**src/rtl/cfs_pkg.sv**
```systemverilog
package cfs_pkg;
  localparam int REG_W  = 16;
  localparam int ADDR_W = 8;
  localparam logic [ADDR_W-1:0] OFS_CTRL   = 8'h62;
  localparam logic [ADDR_W-1:0] OFS_STATUS = 8'h64;
  localparam logic [ADDR_W-1:0] OFS_OOR    = 8'h66;
  localparam logic [ADDR_W-1:0] OFS_WINDOW = 8'h68;
  localparam logic [ADDR_W-1:0] OFS_LOWER  = 8'h6A;
  localparam logic [ADDR_W-1:0] OFS_UPPER  = 8'h6C;
  localparam logic [ADDR_W-1:0] OFS_SUMM   = 8'h6E;
  localparam int SUMM_FIN = 0;
  localparam int SUMM_OOR = 1;
endpackage

```
**src/rtl/cfs_rst_sync.sv**
```systemverilog
module cfs_rst_sync (
  input  logic clk,
  input  logic rst_n_i,
  output logic rst_n_o
);
  logic [1:0] stage_q;

  always_ff @(posedge clk or negedge rst_n_i) begin
    if (!rst_n_i) stage_q <= 2'b00;
    else          stage_q <= {stage_q[0], 1'b1};
  end

  assign rst_n_o = stage_q[1];
endmodule

```
**src/rtl/cfs_edge_sync.sv**
```systemverilog
module cfs_edge_sync #(
  parameter int SYNC_STAGES = 2
) (
  input  logic clk,
  input  logic rst_n,
  input  logic async_i,
  output logic rise_o
);
  logic [SYNC_STAGES:0] sh_q;
  logic [SYNC_STAGES:0] sh_d;

  always_comb sh_d = {sh_q[SYNC_STAGES-1:0], async_i};

  always_ff @(posedge clk or negedge rst_n) begin
    if (!rst_n) sh_q <= '0;
    else        sh_q <= sh_d;
  end

  assign rise_o = sh_q[SYNC_STAGES-1] & ~sh_q[SYNC_STAGES];

  // a detected rising edge lasts exactly one system cycle
  a_r3_single_rise: assert property (@(posedge clk) disable iff (!rst_n)
    rise_o |=> !rise_o);
endmodule

```
**src/rtl/cfs_channel.sv**
```systemverilog
module cfs_channel #(
  parameter int CNT_W = 16
) (
  input  logic             clk,
  input  logic             rst_n,
  input  logic             en_i,
  input  logic             restart_i,
  input  logic             edge_i,
  input  logic [CNT_W-1:0] window_i,
  input  logic [CNT_W-1:0] lower_i,
  input  logic [CNT_W-1:0] upper_i,
  output logic             done_o,
  output logic             oor_o
);
  logic             busy_q, busy_d;
  logic             en_q;
  logic [CNT_W-1:0] win_q, win_d;
  logic [CNT_W-1:0] cnt_q, cnt_d;
  logic [CNT_W-1:0] lo_q, lo_d;
  logic [CNT_W-1:0] hi_q, hi_d;
  logic [CNT_W-1:0] cnt_inc;
  logic             start, last;

  always_comb begin
    start   = en_i && (restart_i || !en_q);
    last    = busy_q && (win_q == CNT_W'(1));
    cnt_inc = (cnt_q == '1) ? cnt_q : cnt_q + CNT_W'(edge_i);
    done_o  = en_i && last && !restart_i;
    oor_o   = (cnt_inc < lo_q) || (cnt_inc > hi_q);
  end

  always_comb begin
    busy_d = busy_q;
    win_d  = win_q;
    cnt_d  = cnt_q;
    lo_d   = lo_q;
    hi_d   = hi_q;
    if (!en_i) begin
      busy_d = 1'b0;
      cnt_d  = '0;
    end else if (start) begin
      busy_d = 1'b1;
      win_d  = (window_i == '0) ? CNT_W'(1) : window_i;
      cnt_d  = '0;
      lo_d   = lower_i;
      hi_d   = upper_i;
    end else if (busy_q) begin
      cnt_d = cnt_inc;
      if (last) busy_d = 1'b0;
      else      win_d  = win_q - CNT_W'(1);
    end
  end

  always_ff @(posedge clk or negedge rst_n) begin
    if (!rst_n) begin
      busy_q <= 1'b0;
      en_q   <= 1'b0;
      win_q  <= '0;
      cnt_q  <= '0;
      lo_q   <= '0;
      hi_q   <= '0;
    end else begin
      busy_q <= busy_d;
      en_q   <= en_i;
      win_q  <= win_d;
      cnt_q  <= cnt_d;
      lo_q   <= lo_d;
      hi_q   <= hi_d;
    end
  end

  // a restart on an enabled channel begins a fresh count
  a_r5_restart_starts: assert property (@(posedge clk) disable iff (!rst_n)
    (en_i && restart_i) |=> (busy_q && cnt_q == '0));
  // a disabled channel sits idle
  a_r7_disabled_idle: assert property (@(posedge clk) disable iff (!rst_n)
    !en_i |=> !busy_q);
endmodule

```
**src/rtl/cfs_regs.sv**
```systemverilog
module cfs_regs
  import cfs_pkg::*;
#(
  parameter int NUM_CH = 8
) (
  input  logic              clk,
  input  logic              rst_n,
  input  logic [ADDR_W-1:0] bus_addr,
  input  logic              bus_wr,
  input  logic [REG_W-1:0]  bus_wdata,
  output logic [REG_W-1:0]  bus_rdata,
  input  logic [NUM_CH-1:0] ch_done_i,
  input  logic [NUM_CH-1:0] ch_oor_i,
  output logic [NUM_CH-1:0] ctrl_o,
  output logic [NUM_CH-1:0] restart_o,
  output logic [REG_W-1:0]  window_o,
  output logic [REG_W-1:0]  lower_o,
  output logic [REG_W-1:0]  upper_o,
  output logic              irq_o
);
  localparam int PAD_W = REG_W - NUM_CH;

  logic [NUM_CH-1:0] ctrl_q, ctrl_d;
  logic [NUM_CH-1:0] stat_q, stat_d;
  logic [NUM_CH-1:0] oor_q, oor_d;
  logic [1:0]        summ_q, summ_d;
  logic [REG_W-1:0]  win_q, win_d, lo_q, lo_d, hi_q, hi_d;
  logic [NUM_CH-1:0] stat_clr, oor_clr;
  logic [1:0]        summ_clr;

  always_comb begin
    stat_clr  = (bus_wr && bus_addr == OFS_STATUS) ? bus_wdata[NUM_CH-1:0] : '0;
    oor_clr   = (bus_wr && bus_addr == OFS_OOR)    ? bus_wdata[NUM_CH-1:0] : '0;
    summ_clr  = (bus_wr && bus_addr == OFS_SUMM)   ? bus_wdata[1:0]        : '0;
    restart_o = stat_clr | oor_clr;

    ctrl_d = (bus_wr && bus_addr == OFS_CTRL)   ? bus_wdata[NUM_CH-1:0] : ctrl_q;
    win_d  = (bus_wr && bus_addr == OFS_WINDOW) ? bus_wdata : win_q;
    lo_d   = (bus_wr && bus_addr == OFS_LOWER)  ? bus_wdata : lo_q;
    hi_d   = (bus_wr && bus_addr == OFS_UPPER)  ? bus_wdata : hi_q;

    stat_d = (stat_q & ~stat_clr) | ch_done_i;
    oor_d  = (oor_q  & ~oor_clr)  | (ch_done_i & ch_oor_i);
    summ_d = summ_q & ~summ_clr;
    if (|stat_q) summ_d[SUMM_FIN] = 1'b1;
    if (|oor_q)  summ_d[SUMM_OOR] = 1'b1;
  end

  always_ff @(posedge clk or negedge rst_n) begin
    if (!rst_n) begin
      ctrl_q <= '0;
      stat_q <= '0;
      oor_q  <= '0;
      summ_q <= '0;
      win_q  <= '0;
      lo_q   <= '0;
      hi_q   <= '0;
    end else begin
      ctrl_q <= ctrl_d;
      stat_q <= stat_d;
      oor_q  <= oor_d;
      summ_q <= summ_d;
      win_q  <= win_d;
      lo_q   <= lo_d;
      hi_q   <= hi_d;
    end
  end

  always_comb begin
    unique case (bus_addr)
      OFS_CTRL:   bus_rdata = {{PAD_W{1'b0}}, ctrl_q};
      OFS_STATUS: bus_rdata = {{PAD_W{1'b0}}, stat_q};
      OFS_OOR:    bus_rdata = {{PAD_W{1'b0}}, oor_q};
      OFS_WINDOW: bus_rdata = win_q;
      OFS_LOWER:  bus_rdata = lo_q;
      OFS_UPPER:  bus_rdata = hi_q;
      OFS_SUMM:   bus_rdata = {{(REG_W-2){1'b0}}, summ_q};
      default:    bus_rdata = '0;
    endcase
  end

  assign ctrl_o   = ctrl_q;
  assign window_o = win_q;
  assign lower_o  = lo_q;
  assign upper_o  = hi_q;
  assign irq_o    = |summ_q;

  for (genvar i = 0; i < NUM_CH; i++) begin : g_chk
    // a status flag only rises on an enabled channel
    a_r7_status_enabled: assert property (@(posedge clk) disable iff (!rst_n)
      $rose(stat_q[i]) |-> $past(ctrl_q[i]));
    // an out-of-range flag only rises at the end of a measurement
    a_r4_oor_at_done: assert property (@(posedge clk) disable iff (!rst_n)
      $rose(oor_q[i]) |-> $past(ch_done_i[i]));
  end

  // any set status bit keeps the finished summary set
  a_r8_fin_summary: assert property (@(posedge clk) disable iff (!rst_n)
    (|stat_q) |=> summ_q[SUMM_FIN]);
  // any set out-of-range bit keeps the range summary set
  a_r8_oor_summary: assert property (@(posedge clk) disable iff (!rst_n)
    (|oor_q) |=> summ_q[SUMM_OOR]);
  // reserved upper bits of the flag registers read zero
  a_r2_reserved_zero: assert property (@(posedge clk) disable iff (!rst_n)
    (bus_addr == OFS_CTRL || bus_addr == OFS_STATUS || bus_addr == OFS_OOR)
      |-> (bus_rdata[REG_W-1:NUM_CH] == '0));
endmodule

```
**src/rtl/clk_freq_supervisor.sv**
```systemverilog
module clk_freq_supervisor
  import cfs_pkg::*;
#(
  parameter int NUM_CH      = 8,
  parameter int SYNC_STAGES = 2
) (
  input  logic              clk,
  input  logic              rst_n,
  input  logic [NUM_CH-1:0] mon_clk_i,
  input  logic [ADDR_W-1:0] bus_addr,
  input  logic              bus_wr,
  input  logic [REG_W-1:0]  bus_wdata,
  output logic [REG_W-1:0]  bus_rdata,
  output logic              irq_o
);
  logic              rst_n_s;
  logic [NUM_CH-1:0] rise, done, oor, ctrl, restart;
  logic [REG_W-1:0]  window, lower, upper;

  cfs_rst_sync u_rst (.clk(clk), .rst_n_i(rst_n), .rst_n_o(rst_n_s));

  cfs_regs #(.NUM_CH(NUM_CH)) u_regs (
    .clk(clk), .rst_n(rst_n_s),
    .bus_addr(bus_addr), .bus_wr(bus_wr), .bus_wdata(bus_wdata),
    .bus_rdata(bus_rdata),
    .ch_done_i(done), .ch_oor_i(oor),
    .ctrl_o(ctrl), .restart_o(restart),
    .window_o(window), .lower_o(lower), .upper_o(upper),
    .irq_o(irq_o)
  );

  for (genvar i = 0; i < NUM_CH; i++) begin : g_ch
    cfs_edge_sync #(.SYNC_STAGES(SYNC_STAGES)) u_sync (
      .clk(clk), .rst_n(rst_n_s), .async_i(mon_clk_i[i]), .rise_o(rise[i])
    );
    cfs_channel #(.CNT_W(REG_W)) u_ch (
      .clk(clk), .rst_n(rst_n_s),
      .en_i(ctrl[i]), .restart_i(restart[i]), .edge_i(rise[i]),
      .window_i(window), .lower_i(lower), .upper_i(upper),
      .done_o(done[i]), .oor_o(oor[i])
    );
  end
endmodule

```
**config.mk**
```make
export PLATFORM = sky130hd
export DESIGN_NAME = clk_freq_supervisor
export DESIGN_NICKNAME = d
export VERILOG_FILES = /design/src/rtl/cfs_pkg.sv /design/src/rtl/cfs_rst_sync.sv /design/src/rtl/cfs_edge_sync.sv /design/src/rtl/cfs_channel.sv /design/src/rtl/cfs_regs.sv /design/src/rtl/clk_freq_supervisor.sv
export SDC_FILE = /design/constraint.sdc
export NUM_CORES = 2
export LEC_CHECK = 0
export ABC_AREA = 1
export BUFFER_PORTS_ARGS = -buffer_cell sky130_fd_sc_hd__buf_2
export CORE_UTILIZATION = 58
export CTS_CLUSTER_SIZE = 14
export DETAILED_ROUTE_END_ITERATION = 10
export GPL_ROUTABILITY_DRIVEN = 0
export PLACE_DENSITY_LB_ADDON = 0.25
export SYNTH_ARGS = -nofsm -noshare
export SYNTH_HDL_FRONTEND = slang
export SYNTH_HIERARCHICAL = 1
export SYNTH_SLANG_ARGS = --single-unit
```
**constraint.sdc**
```tcl
create_clock -name clk -period 17.2 [get_ports clk]
set_input_delay 5.16 -clock clk [delete_from_list [all_inputs] [get_ports clk]]
set_output_delay 5.16 -clock clk [all_outputs]
set_load 0.02 [all_outputs]
```
Word-level counts from Yosys, hierarchy flattened. Index checks and enable logic that the tools add are counted.

Register bits: 628. Input port bits: 35. Output and inout bits: 17. Logic and storage cells: 355.

Add/sub/neg operators: 16. Order comparisons: 16. Equality and inequality tests: 39. Muxes and demuxes: 95. Bitwise gates (word level): 26. Reductions and logical operators: 99.

Operator list (number): 16-bit 2-to-1 mux (57); 16-bit by 1-bit adder with 16-bit output (8); 16-bit by 1-bit equality test with 1-bit output, second input constant (8); 16-bit equality test, second input constant (8); 16-bit greater-than comparator (8); 16-bit < comparator (8); 16-bit by 1-bit subtractor with 16-bit output, second input constant (8); 16-bit one-hot mux with 7 select lines (1); 8-bit by 7-bit equality test with 1-bit output, second input constant (7); 1-bit logical AND (39); 1-bit 2-to-1 mux (34); 8-bit AND (3); 3-bit by 1-bit inequality test with 1-bit output, second input constant (8); 8-bit bitwise OR (3); 3-bit AND reduction (8); 1-bit zero test (16); 16-bit zero test (1); 1-bit logical OR (16); 8-bit 2-to-1 mux (2); 2-bit by 1-bit inequality test with 1-bit output, second input constant (8); 8-bit inverter (2); 2-bit AND reduction (8); 2-bit nonzero test (8); 8-bit OR reduction (2); 6 further kinds (20).

Longest topological paths before layout.
Word-level depth: 8. Mapped depth: 21. Gate-level depth less buffers: 21.

Modules after synthesis. The synthesis kept the hierarchy.

Modules (own cells, without submodules): cfs_channel at g_ch[1].u_ch ... (instances 5, cells each 519, area an instance 4116.4 um2, sequential area each 1651.6 um2); cfs_channel at g_ch[7].u_ch (instances 1, cells each 535, area an instance 4156.5 um2, sequential area each 1651.6 um2); cfs_channel at g_ch[0].u_ch (instances 1, cells each 526, area an instance 4119.0 um2, sequential area each 1651.6 um2); cfs_channel at g_ch[2].u_ch (instances 1, cells each 538, area an instance 4112.7 um2, sequential area each 1651.6 um2); cfs_regs (instances 1, cells each 509, area an instance 3973.8 um2, sequential area each 1851.8 um2); cfs_edge_sync (instances 8, cells each 5, area an instance 85.1 um2, sequential area each 75.1 um2); cfs_rst_sync (instances 1, cells each 3, area an instance 53.8 um2, sequential area each 50.0 um2).

Least setup slack after synthesis. Ideal clock, no wire load.

Kind: input port to output port. Start: input bus_addr[0]. End: output bus_rdata[11]. Arrival: 6196 ps. Required time: 12040 ps. Slack: 5844 ps. Stages: 6. Buffers on the path: 1. Cells stage by stage: inv_1 nand2_2 nor2_8 nand2_4 buf_2 o211ai_1.

Word-level cells in the longest chain between the ends: 2. Elaborated cells on any way between the ends: 8. Classes of those cells: eq/ne: 7; mux: 1.

RTL lines: from (decl) (RTL line clk_freq_supervisor.sv:10) `input logic [ADDR_W-1:0] bus_addr,`; 8-bit by 7-bit equality test with 1-bit output (RTL line cfs_regs.sv:70) `unique case (bus_addr)`; 16-bit one-hot mux with 7 select lines (*) (RTL line cfs_regs.sv:70); to (decl) (RTL line clk_freq_supervisor.sv:13) `output logic [REG_W-1:0] bus_rdata,`.

Every way passes the cells marked *; elsewhere a longest branch is shown, timed or not.

Worst setup path after layout.
Start: input bus_addr[7]. End: output bus_rdata[2].

The elaborated chain is that of the path after synthesis.

==> flow_summary.yaml <==
global_route:
  antenna_found_initial: 3
  grt_pass1_wl_um: 169300
  grt_max_degree: 166
  gr-total-overflow: 0
  track_usage: 0.3286
  grt_pass1_vias: 30410
power_and_ir_drop:
  pwr-share-seq: 0.375
  power_switching_mw: 2.223
  p_sw_frac: 0.3885
  power_density_mw_per_mm2: 138.6
  clock_power_share: 0.278
  p_int_mw: 3.500
  p_leak_nw: 20.79
  pwr-share-comb: 0.347
  ir_worst_vdd_uv: 109.1
timing:
  slew_viol_final: 0
  rsz0062_at_grt: "no"
  fmax_mhz: 81.15
  relSlewSlack: 0.1417
  fin_crit_sh: 0.7164
  period_minus_slack_ns: 12.32
  fin_setup_tns_ns: 0
  hold_viol: 0
  setup_viol: 0
  clock_skew_ns: 0.03760
  tightest_slew_ns: 1.288
die:
  initial_core_util: 0.5855
  die_h_um: 256.9
  die_w_um: 256.9
  dieArea_sq_mm: 0.06599
  rows: 93
  core_area_sq_mm: 0.06435
  pin_count: 52
finish:
  area.growth.synth_to_final_pct: 9.550
  n_fill_cell: 5433
  fin_area_sq_mm: 0.04128
  nets: 5111
  drive_gt1_frac: 0.09825
clocking:
  clockBufferDepth: 3
  cts-root-buf: "clkbuf_16"
  cts_buffers: 71
  path_clk_slew_ns: 0.06
  worstSkewPairLatency_ns: 0.62
  cts_hold_buf: 0
  post-cts-setup-buffer-count: 0
  htree_levels: 3
  cts_tree: "built"
  cts_resized: 0
  cts.sinks: 628
setup_path:
  crit_slowest_cell: "nor2_8"
  reg2reg_depth: 19
  worstSetupPathType: "in -> out"
  critical_path.cell_chain: "buf_2, inv_1, nand2_1, nor2_8, nand2_4, nor2_1, nor2_1, nand2_1, buf_2"
  worstPathMaxFanout: 55
  r2r_slack_ns: 13.92
  endpoint_kind: "output port"
  crit_required_ns: 12.04
  arrival_ns: 7.16
  r2r_end: "u_regs/oor_q[3]$_DFF_PN0_"
  reg2reg_from: "g_ch[3].u_sync/sh_q[2]$_DFF_PN0_"
  critPathMaxStageDelay_ns: 0.62
  start_kind: "input port"
detailed_routing:
  totalWireLength_um: 108200
  drtIter0Drc: 3661
  wl_per_cell_um: 18.94
  avgViaCountPerCell: 5.737
  antenna_left: 0
  num_vias: 32773
  post-route-drc-count: 0
  dr.pass1.iters: 7
synthesis:
  synth.net_count: 5053
  postSynthCellCount: 4746
  synth_seq_cells: 628
  syn_area_sq_mm: 0.03768
  yosysWarningCount: 6
  synth_edf_count: 0
  syn_avg_cell_area_sq_um: 7.939
  async_reset_ff_frac: 1.000
  synth_top_area_frac: 0.4171
  ys_seq_area_frac: 0.4171
  yosys-top-cells-count: "1195 x nand2_1, 636 x inv_1, 628 x dfrtp_1"
  synth.most_common_cell: "nand2_1"
  synthFlopType: "dfrtp_1"
  synth_cell_types: 57
  yosysTopAreaCell: "dfrtp_1"
  synth_area_leaders: "dfrtp_1 42%, nand2_1 12%, ha_1 9.0%"
hold_path:
  hold_path_end: "u_rst/stage_q[1]$_DFF_PN0_"
  hold_depth: 0
  holdCritStartpoint: "u_rst/stage_q[0]$_DFF_PN0_"
  hold_path.class: "reg -> reg"
placement:
  io_buffers: 51
  post-dp-hpwl_um: 71910
  place_area_sq_mm: 0.03884
run_status:
  status: "finished, final reports clean"
flow_run:
  cap_violations: 0
layer usage:
layer | global-route usage | up-vias | part of all wire
met5 | 0 | - | 0
met4 | 0.1445 | 0 | 0.046
met3 | 0.06363 | 246 | 0.10
met2 | 0.4819 | 1432 | 0.42
met1 | 0.4730 | 15441 | 0.43
li1 | - | 15654 | -
state kept, by name, indices dropped and copies added (netlist names), 8 cells and up:
signal / cells
g_ch.u_ch/busy_q: 8
g_ch.u_ch/lo_q: 128
u_regs/lower_o: 16
u_regs/stat_q: 8
u_regs/oor_q: 8
g_ch.u_ch/en_q: 8
u_regs/window_o: 16
g_ch.u_ch/win_q: 128
u_regs/upper_o: 16
u_regs/ctrl_o: 8
g_ch.u_sync/sh_q: 24
g_ch.u_ch/hi_q: 128
g_ch.u_ch/cnt_q: 128
worst max-delay path by stage:
stage / start / cells after the start / slack (ns) / to
after detailed placement: bus_addr[7] / 9 / 4.99 / bus_rdata[2]
after global placement: bus_addr[7] / 9 / 5.02 / bus_rdata[2]
final: bus_addr[7] / 9 / 4.88 / bus_rdata[2]
after floorplan: bus_addr[0] / 6 / 5.84 / bus_rdata[11]
after global routing: bus_addr[7] / 9 / 4.83 / bus_rdata[2]
after CTS: bus_addr[7] / 9 / 4.99 / bus_rdata[2]
cell type report:
type | instances | area, sq um | area share
Multi-Input combinational cell | 3331 | 18870 | 0.4571
Clock inverter | 32 | 412.9 | 0.01000
Antenna cell | 3 | 7.507 | 0.0001819
Sequential cell | 628 | 15720 | 0.3808
Tap cell | 855 | 1070 | 0.02592
Timing Repair Buffer | 102 | 663.1 | 0.01607
Inverter | 670 | 2517 | 0.06099
Clock buffer | 92 | 2018 | 0.04889
critical path, delay by kind of cell:
| family | cells | cell delay (ns) |
|---|---|---|
| buffers and inverters | 3 | 0.38 |
| AND/OR/NAND/NOR | 6 | 1.60 |
per-stage QoR:
step	hold WS, ns	utilization	setup WS, ns	total power, mW	instances
finish	0.3463	0.6415	4.877	5.723	5713
detailed placement	0.3347	0.6036	4.993	4.099	5586
floorplan	0.3311	-	5.844	3.569	4746
global placement	0.3329	0.6036	5.015	4.032	5586
CTS	0.3481	0.6414	4.995	5.721	5710
global route	0.3524	0.6414	4.835	6.118	5710
cell usage in the layout (no fill, tap or decap), drive strengths merged, types with 3 or more instances in the layout:
cell and count:
clkbuf 92, nor3 87, dfrtp 628, or2 9
o31ai 10, nand2 1264, clkinv 17, o21ai 466
nand3 179, buf 102, nor3b 6, a31o 5
clkinvlp 5, o21a 9, a22o 48, a31oi 19
xnor2 32, o22ai 32, diode 3, a211oi 22
nor2 439, bufinv 9, xor2 87, nand4 70
a21oi 146, o221ai 28, ha 272, a21o 5
a22oi 4, o221a 10, a32oi 5, nor4 37
o211ai 26, a32o 10, inv 671
power by group through the flow:
stage	Clock, mW	Sequential [mW]	Combinational (mW)
2_1_floorplan	0	2.11	1.46
3_3_place_gp	0	2.15	1.89
3_5_place_dp	0	2.16	1.94
4_1_cts	1.62	2.14	1.97
5_1_grt	1.67	2.19	2.26
6_report	1.59	2.14	1.99
kinds of logic after synthesis:
logic type,share of synthesized area
compound gates,0.1323
flops,0.4171
other cells,0.00009953
fa+ha+maj,0.09032
buf+inv,0.08318
xor+xnor,0.02886
simple gates,0.2481
Power figures use the tool's default switching activity.
